==> src/rtl/cal_seq_pkg.sv <==
package cal_seq_pkg;

   typedef enum logic [1:0] {
      CS_OFF   = 2'd0,
      CS_CAL   = 2'd1,
      CS_READY = 2'd2
   } cal_state_e;

   // Reset value of control register idx; the mute register starts with both stages muted
   function automatic logic [31:0] reg_default(input int idx, input int mute_idx);
      return (idx == mute_idx) ? 32'h0000_0003 : 32'h0000_0000;
   endfunction

endpackage

==> src/rtl/cal_timer.sv <==
module cal_timer
   import cal_seq_pkg::*;
#(
   parameter int CAL_TICKS = 4128
) (
   input  logic clk,
   input  logic pdn_n,
   input  logic fs_tick,
   output logic busy,
   output logic done,
   output logic valid
);
   localparam int CNT_W = $clog2(CAL_TICKS + 1);
   localparam logic [CNT_W-1:0] LAST = CNT_W'(CAL_TICKS - 1);

   cal_state_e       state;
   logic [CNT_W-1:0] cnt;
   logic             last_tick;

   assign last_tick = fs_tick && (cnt == LAST);

   always_ff @(posedge clk or negedge pdn_n) begin
      if (!pdn_n) begin
         state <= CS_OFF;
         cnt   <= '0;
         done  <= 1'b0;
      end else begin
         done <= 1'b0;
         unique case (state)
            CS_OFF: begin
               state <= CS_CAL;
               cnt   <= '0;
            end
            CS_CAL: begin
               if (last_tick) begin
                  state <= CS_READY;
                  done  <= 1'b1;
                  cnt   <= '0;
               end else if (fs_tick) begin
                  cnt <= cnt + 1'b1;
               end
            end
            CS_READY: state <= CS_READY;
            default:  state <= CS_OFF;
         endcase
      end
   end

   assign busy  = (state == CS_CAL);
   assign valid = (state == CS_READY);

   // the counter never runs past the window
   p_no_overrun_r2: assert property (@(posedge clk) disable iff (!pdn_n)
      busy |-> (cnt <= LAST));

   // the window closes only together with the completion pulse
   p_done_ends_busy_r3: assert property (@(posedge clk) disable iff (!pdn_n)
      $fell(busy) |-> done);

   // the completion pulse lasts a single cycle
   p_done_single_r3: assert property (@(posedge clk) disable iff (!pdn_n)
      done |=> !done);

   // completion is sticky until power-down
   p_valid_sticky_r9: assert property (@(posedge clk) disable iff (!pdn_n)
      valid |=> valid);

   // a window never opens after completion without a power-down
   p_busy_not_valid_r2: assert property (@(posedge clk) disable iff (!pdn_n)
      busy |-> !valid);

endmodule

==> src/rtl/ctrl_regs.sv <==
module ctrl_regs
   import cal_seq_pkg::*;
#(
   parameter int NREGS     = 4,
   parameter int DATA_W    = 8,
   parameter int LOCK_ADDR = 1,
   parameter int MUTE_ADDR = 2,
   parameter int ADDR_W    = $clog2(NREGS)
) (
   input  logic              clk,
   input  logic              pdn_n,
   input  logic              busy,
   input  logic              wr_en,
   input  logic [ADDR_W-1:0] wr_addr,
   input  logic [DATA_W-1:0] wr_data,
   input  logic [ADDR_W-1:0] rd_addr,
   output logic [DATA_W-1:0] rd_data,
   output logic [1:0]        mute_bits,
   output logic              wr_rejected
);
   localparam logic [ADDR_W-1:0] LOCK_A = ADDR_W'(LOCK_ADDR);

   logic [DATA_W-1:0] regs [NREGS];
   logic              lock_hit;
   logic              wr_ok;

   assign lock_hit = wr_en && busy && (wr_addr == LOCK_A);
   assign wr_ok    = wr_en && !lock_hit && (int'(wr_addr) < NREGS);

   always_ff @(posedge clk or negedge pdn_n) begin
      if (!pdn_n) begin
         for (int i = 0; i < NREGS; i++) begin
            regs[i] <= DATA_W'(reg_default(i, MUTE_ADDR));
         end
         wr_rejected <= 1'b0;
      end else begin
         if (wr_ok) begin
            regs[wr_addr] <= wr_data;
         end
         if (lock_hit) begin
            wr_rejected <= 1'b1;
         end
      end
   end

   always_comb begin
      rd_data = '0;
      if (int'(rd_addr) < NREGS) begin
         rd_data = regs[rd_addr];
      end
   end

   assign mute_bits = regs[MUTE_ADDR][1:0];

   // a blocked write leaves the protected register untouched
   p_lock_hold_r7: assert property (@(posedge clk) disable iff (!pdn_n)
      lock_hit |=> (regs[LOCK_ADDR] == $past(regs[LOCK_ADDR])));

   // the rejection flag is sticky until power-down
   p_reject_sticky_r7: assert property (@(posedge clk) disable iff (!pdn_n)
      wr_rejected |=> wr_rejected);

   // outside the window the flag is never newly raised
   p_no_reject_idle_r8: assert property (@(posedge clk) disable iff (!pdn_n)
      (!busy && !wr_rejected) |=> !wr_rejected);

endmodule

==> src/rtl/sample_gate.sv <==
module sample_gate #(
   parameter int NCH = 2,
   parameter int SW  = 20
) (
   input  logic              busy,
   input  logic              adc_pwr,
   input  logic              dac_pwr,
   input  logic [NCH*SW-1:0] adc_in,
   input  logic [NCH*SW-1:0] dac_in,
   output logic [NCH*SW-1:0] adc_out,
   output logic [NCH*SW-1:0] dac_out
);
   logic adc_pass;

   assign adc_pass = adc_pwr && !busy;

   for (genvar c = 0; c < NCH; c++) begin : g_ch
      assign adc_out[c*SW +: SW] = adc_pass ? adc_in[c*SW +: SW] : '0;
      assign dac_out[c*SW +: SW] = dac_pwr  ? dac_in[c*SW +: SW] : '0;
   end

endmodule

==> src/rtl/cal_seq_ctrl.sv <==
module cal_seq_ctrl #(
   parameter int CAL_TICKS = 4128,
   parameter int NCH       = 2,
   parameter int SW        = 20,
   parameter int NREGS     = 4,
   parameter int DATA_W    = 8,
   parameter int LOCK_ADDR = 1,
   parameter int MUTE_ADDR = 2,
   parameter int ADDR_W    = $clog2(NREGS)
) (
   input  logic              clk,
   input  logic              pdn_n,
   input  logic              fs_tick,
   input  logic              wr_en,
   input  logic [ADDR_W-1:0] wr_addr,
   input  logic [DATA_W-1:0] wr_data,
   input  logic [ADDR_W-1:0] rd_addr,
   output logic [DATA_W-1:0] rd_data,
   input  logic              adc_pwr,
   input  logic              dac_pwr,
   input  logic [NCH*SW-1:0] adc_in,
   input  logic [NCH*SW-1:0] dac_in,
   output logic [NCH*SW-1:0] adc_out,
   output logic [NCH*SW-1:0] dac_out,
   output logic              in_mute,
   output logic              out_mute,
   output logic              cal_busy,
   output logic              cal_done,
   output logic              cal_valid,
   output logic              wr_rejected
);
   if (CAL_TICKS < 2) begin : g_bad_ticks
      $error("cal_seq_ctrl: CAL_TICKS must be at least 2");
   end
   if (NCH < 1 || SW < 1) begin : g_bad_path
      $error("cal_seq_ctrl: NCH and SW must be positive");
   end
   if (DATA_W < 2) begin : g_bad_width
      $error("cal_seq_ctrl: DATA_W must hold both mute bits");
   end
   if (LOCK_ADDR >= NREGS || MUTE_ADDR >= NREGS || LOCK_ADDR == MUTE_ADDR) begin : g_bad_addr
      $error("cal_seq_ctrl: lock and mute addresses must be distinct and in range");
   end
   if (ADDR_W < 1 || (1 << ADDR_W) < NREGS) begin : g_bad_aw
      $error("cal_seq_ctrl: ADDR_W too narrow for NREGS");
   end

   logic [1:0] mute_bits;

   cal_timer #(
      .CAL_TICKS(CAL_TICKS)
   ) u_timer (
      .clk    (clk),
      .pdn_n  (pdn_n),
      .fs_tick(fs_tick),
      .busy   (cal_busy),
      .done   (cal_done),
      .valid  (cal_valid)
   );

   ctrl_regs #(
      .NREGS    (NREGS),
      .DATA_W   (DATA_W),
      .LOCK_ADDR(LOCK_ADDR),
      .MUTE_ADDR(MUTE_ADDR),
      .ADDR_W   (ADDR_W)
   ) u_regs (
      .clk        (clk),
      .pdn_n      (pdn_n),
      .busy       (cal_busy),
      .wr_en      (wr_en),
      .wr_addr    (wr_addr),
      .wr_data    (wr_data),
      .rd_addr    (rd_addr),
      .rd_data    (rd_data),
      .mute_bits  (mute_bits),
      .wr_rejected(wr_rejected)
   );

   sample_gate #(
      .NCH(NCH),
      .SW (SW)
   ) u_gate (
      .busy   (cal_busy),
      .adc_pwr(adc_pwr),
      .dac_pwr(dac_pwr),
      .adc_in (adc_in),
      .dac_in (dac_in),
      .adc_out(adc_out),
      .dac_out(dac_out)
   );

   assign in_mute  = cal_busy | mute_bits[0];
   assign out_mute = cal_busy | mute_bits[1];

   // the gate output seen from the timer's window is silent
   p_zero_in_cal_r4: assert property (@(posedge clk) disable iff (!pdn_n)
      cal_busy |-> (adc_out == '0));

   // no completion pulse follows a window that is still open
   p_done_after_busy_r11: assert property (@(posedge clk) disable iff (!pdn_n)
      cal_done |-> !cal_busy && cal_valid);

endmodule

==> config.mk <==
export PLATFORM = sky130hd
export DESIGN_NAME = cal_seq_ctrl
export DESIGN_NICKNAME = d
export VERILOG_FILES = /design/src/rtl/cal_seq_pkg.sv /design/src/rtl/cal_timer.sv /design/src/rtl/ctrl_regs.sv /design/src/rtl/sample_gate.sv /design/src/rtl/cal_seq_ctrl.sv
export SDC_FILE = /design/constraint.sdc
export NUM_CORES = 1
export LEC_CHECK = 0
export CAP_MARGIN = 20
export CORE_MARGIN = 2
export CORE_UTILIZATION = 39
export CTS_CLUSTER_DIAMETER = 80
export DETAILED_ROUTE_END_ITERATION = 8
export PLACE_DENSITY = 0.88
export SYNTH_ARGS = -nofsm -noshare
export SYNTH_HDL_FRONTEND = slang
export SYNTH_SLANG_ARGS = --single-unit
==> constraint.sdc <==
create_clock -name clk -period 5.4 [get_ports clk]
set_input_delay 1.08 -clock clk [delete_from_list [all_inputs] [get_ports clk]]
set_output_delay 1.08 -clock clk [all_outputs]
set_load 0.03 [all_outputs]
==> metrics.md <==
| Metric | Value |
|---|---|
| Status | `complete, no violations` |
| H-tree depth | `2` |
| Hold Crit Class | `reg2reg` |
| XOR/XNOR share of the synthesized area | `2.76%` |
| Chip width | `a little under 90 µm` |
| Congestion Overflow GR | `0` |
| Worst path required time | `4.32 ns` |
| Post-CTS sizing | `0` |
| Final ANT Viol Nets | `0` |
| Drc violations | `0` |
| Deepest clock path buffer count | `2` |
| Headroom to the max-slew limit | `35.2%` |
| Root buffer cell | `clkbuf_8` |
| Crit path kind | `in2out` |
| Setup Total Neg Slack | `0 ns` |
| IO Pins | `192` |
| Peak fanout along the critical path | `40` |
| Maximum clock frequency | `235 MHz` |
| Chip Height | `89.5 µm` |
| Drt initial violations | `134` |
| Share of cells above drive strength 1 | `13.5%` |
| Warnings, synthesis | `0` |
| CTS Hold Bufs | `0` |
| Worst reg-to-reg path cell count | `7` |
| Final Non-Filler Cells | `around 550` |
| # clock sinks | `49` |
| CTS tree | `done` |
| Mapped Area | `2850 µm²` |
| Antenna violations before repair | `0` |
| Pre-antenna DRT Iters | `4` |
| Synthesized flop and latch total | `49` |
| Initial Util | `39.7%` |
| WHS Endpoint | `u_regs.wr_rejected$_DFFE_PN0P_` |
| Reg-to-reg slack, setup | `~3.1 ns` |
| Worst EP arrival | `3.17 ns` |
| Maxcap violations | `0` |
| Synth cell types | `38` |
| P&R area growth vs syn | `73.4%` |
| Worst-skew pair later-pin latency | `about 0.31 ns` |
| Detailed-route vias per instance | `a little under 5` |
| Post-synthesis mux area share | `19.3%` |
| Synthesized Nets | `367` |
| Mapped Cells | `265` |
| Crit start category | `input pin` |
| Total CTS buffers | `5` |
| GRT Util Overall | `approximately a fifth` |
| Worst Hold Launch | `u_regs.wr_rejected$_DFFE_PN0P_` |
| Avg WL per Cell | `about 16 µm` |
| Max Slew Vio Count | `0` |
| Final Setup Violations | `0` |
| Total Wirelength | `8840 µm` |
| Syn_area_per_cell | `roughly 11 µm²` |
| Capturing point of the worst reg2reg path | `u_timer.cnt[8]$_DFFE_PN0P_` |
| First-pass GRT wire length | `12,700 µm` |
| Number of enable flip-flop cells after synthesis | `0` |
| Final hold vios | `0` |
| LEAKAGE | `2.01 nW` |
| CORE AREA | `7180 µm²` |
| Post-Synth Adder-Cell Area | `1.76%` |
| Top_reg_cell synth | `dfrtp_1` |
| Simple-gate portion of the synthesized area | `between 20% and 30%` |
| Worst VDD drop | `about 0.24 mV` |
| Layout Nets | `554` |
| Port Buffers | `roughly 190` |
| Asr flop ratio synth | `100%` |
| Seq/Total Area, Yosys | `43.1%` |
| Worst Hold Path Cells | `2` |
| HPWL after DPL | `7050 µm` |
| Crit path time final | `about 4.2 ns` |
| Slew at the pin closest to its max-slew limit | `between 0.9 and 1 ns` |
| R2r startpoint | `u_timer.state[1]$_DFFE_PN0P_` |
| ANT cells | `0` |
| Rows | `31` |
| Post-CTS Repair Setup Buffers | `0` |
| Compound-Gate Fraction of Synth Area | `2.19%` |
| Largest family of logic cells by synthesized area | `simple AND/OR/NAND/NOR gates` |
| Largest net degree at the start of global routing | `50` |
| Unrepaired setup endpoints after global routing | `no` |
| Vias in the first global route | `between 2k and 2.5k` |
| Tcrit/Tclk final | `78.6%` |
| Reg clk slew, reported paths | `0.09 ns` |
| Setup crit end kind | `output pin` |
| Placed insts | `~540` |
| Max Clock Skew | `roughly 0.0077 ns` |
| DR vias | `2,669` |
| Gp weighted congestion | `0.863` |
| Power Density | `209 nW/µm²` |
| Total die area | `8010 µm²` |
[worst max path at each step]
stage,start,endpoint
2_1_floorplan,rd_addr[0],rd_data[0]
3_3_place_gp,rd_addr[0],rd_data[1]
3_5_place_dp,dac_pwr,dac_out[27]
4_1_cts,dac_pwr,dac_out[27]
5_1_grt,dac_pwr,dac_out[27]
6_report,dac_pwr,dac_out[27]
[cell type report]
class | count | area [µm²]
sequential | 49 | 1230
clock inverter | 3 | 21.3
fill | 533 | 2230
tap | 99 | 124
timing repair buffer | 194 | 1940
clock buffer | 5 | 68.8
inverter | 5 | 18.8
multi-input combinational | 197 | 1540
[layout by cell type, fill, tap and decap left out, drive strengths merged, types with 6 or more instances in the layout]
cell type and n:
xnor2 8, mux4 8, nor2 10, inv 6
mux2 32, nand2 12, and2 80, nand3 6
clkdlybuf4s50 190, dfrtp 47, nor4 6, nand4 6
[cell families (layout without fill, tap and decap cells)]
| family | after synthesis | count (layout) |
|---|---|---|
| buf+inv | 19 | 207 |
| mux | 41 | 41 |
| flops | 49 | 49 |
| simple gates | 134 | 134 |
| fa+ha+maj | 4 | 4 |
| xor+xnor | 9 | 9 |
| compound gates | 9 | 9 |
[cell usage after synthesis, drive strengths merged, types with 2 or more instances]
master  instances  share of area, %
mux4            8               6.3
xnor2           8               2.5
nor2           10               1.3
nand3           6               1.1
mux2           32                13
or2             2              0.44
inv             5              0.66
o21ai           3              0.53
buf             5               1.1
and2           80                18
ha              4               1.8
dfstp           2               1.8
nor3            4              0.88
nand4           6               1.3
clkbuf          9               1.2
nand2          12               1.6
dfrtp          47                41
nor4            6               1.3
[through the flow]
step / setup slack [ns] / hold WS [ns] / util [%] / instance area, µm² / power (mW)
floorplan: 2.38 / 0.474 / - / 2850 / 0.657
global placement: 1.20 / 0.476 / 67.3 / 4830 / 0.802
detailed placement: 1.17 / 0.495 / 67.3 / 4830 / 0.816
CTS: 1.17 / 0.518 / 68.5 / 4920 / 1.04
global route: 1.03 / 0.525 / 68.9 / 4940 / 1.09
finish: 1.15 / 0.511 / 68.9 / 4940 / 1.03
[worst max-delay path, cell delays in order]
cell and delay [ns]:
clkdlybuf4s50_1 1.11, and2_1 0.25, clkdlybuf4s50_1 0.72
[where the power goes]
part	leakage [nW]	total, mW	internal (mW)	switching, mW
registers	0.597	0.481	0.426	0.0547
logic	1.37	0.331	0.189	0.142
clock network	0.0445	0.221	0.0921	0.128
[routing by layer]
layer | vias to the layer above | wire, µm | track usage, %
met3 | 13 | 542 | 4.52
met5 | - | 0 | 0
met4 | 0 | 143 | 5.43
li1 | 1280 | - | -
met1 | 1280 | 3600 | 26.7
met2 | 96 | 4550 | 35.8
[flip-flops by register name (all words and copies together), names as in the netlist]
signal	count
u_timer.done	1
u_regs.regs	30
u_timer.state	2
u_regs.wr_rejected	1
u_regs.mute_bits	2
u_timer.cnt	13
Power figures use the tool's default switching activity.
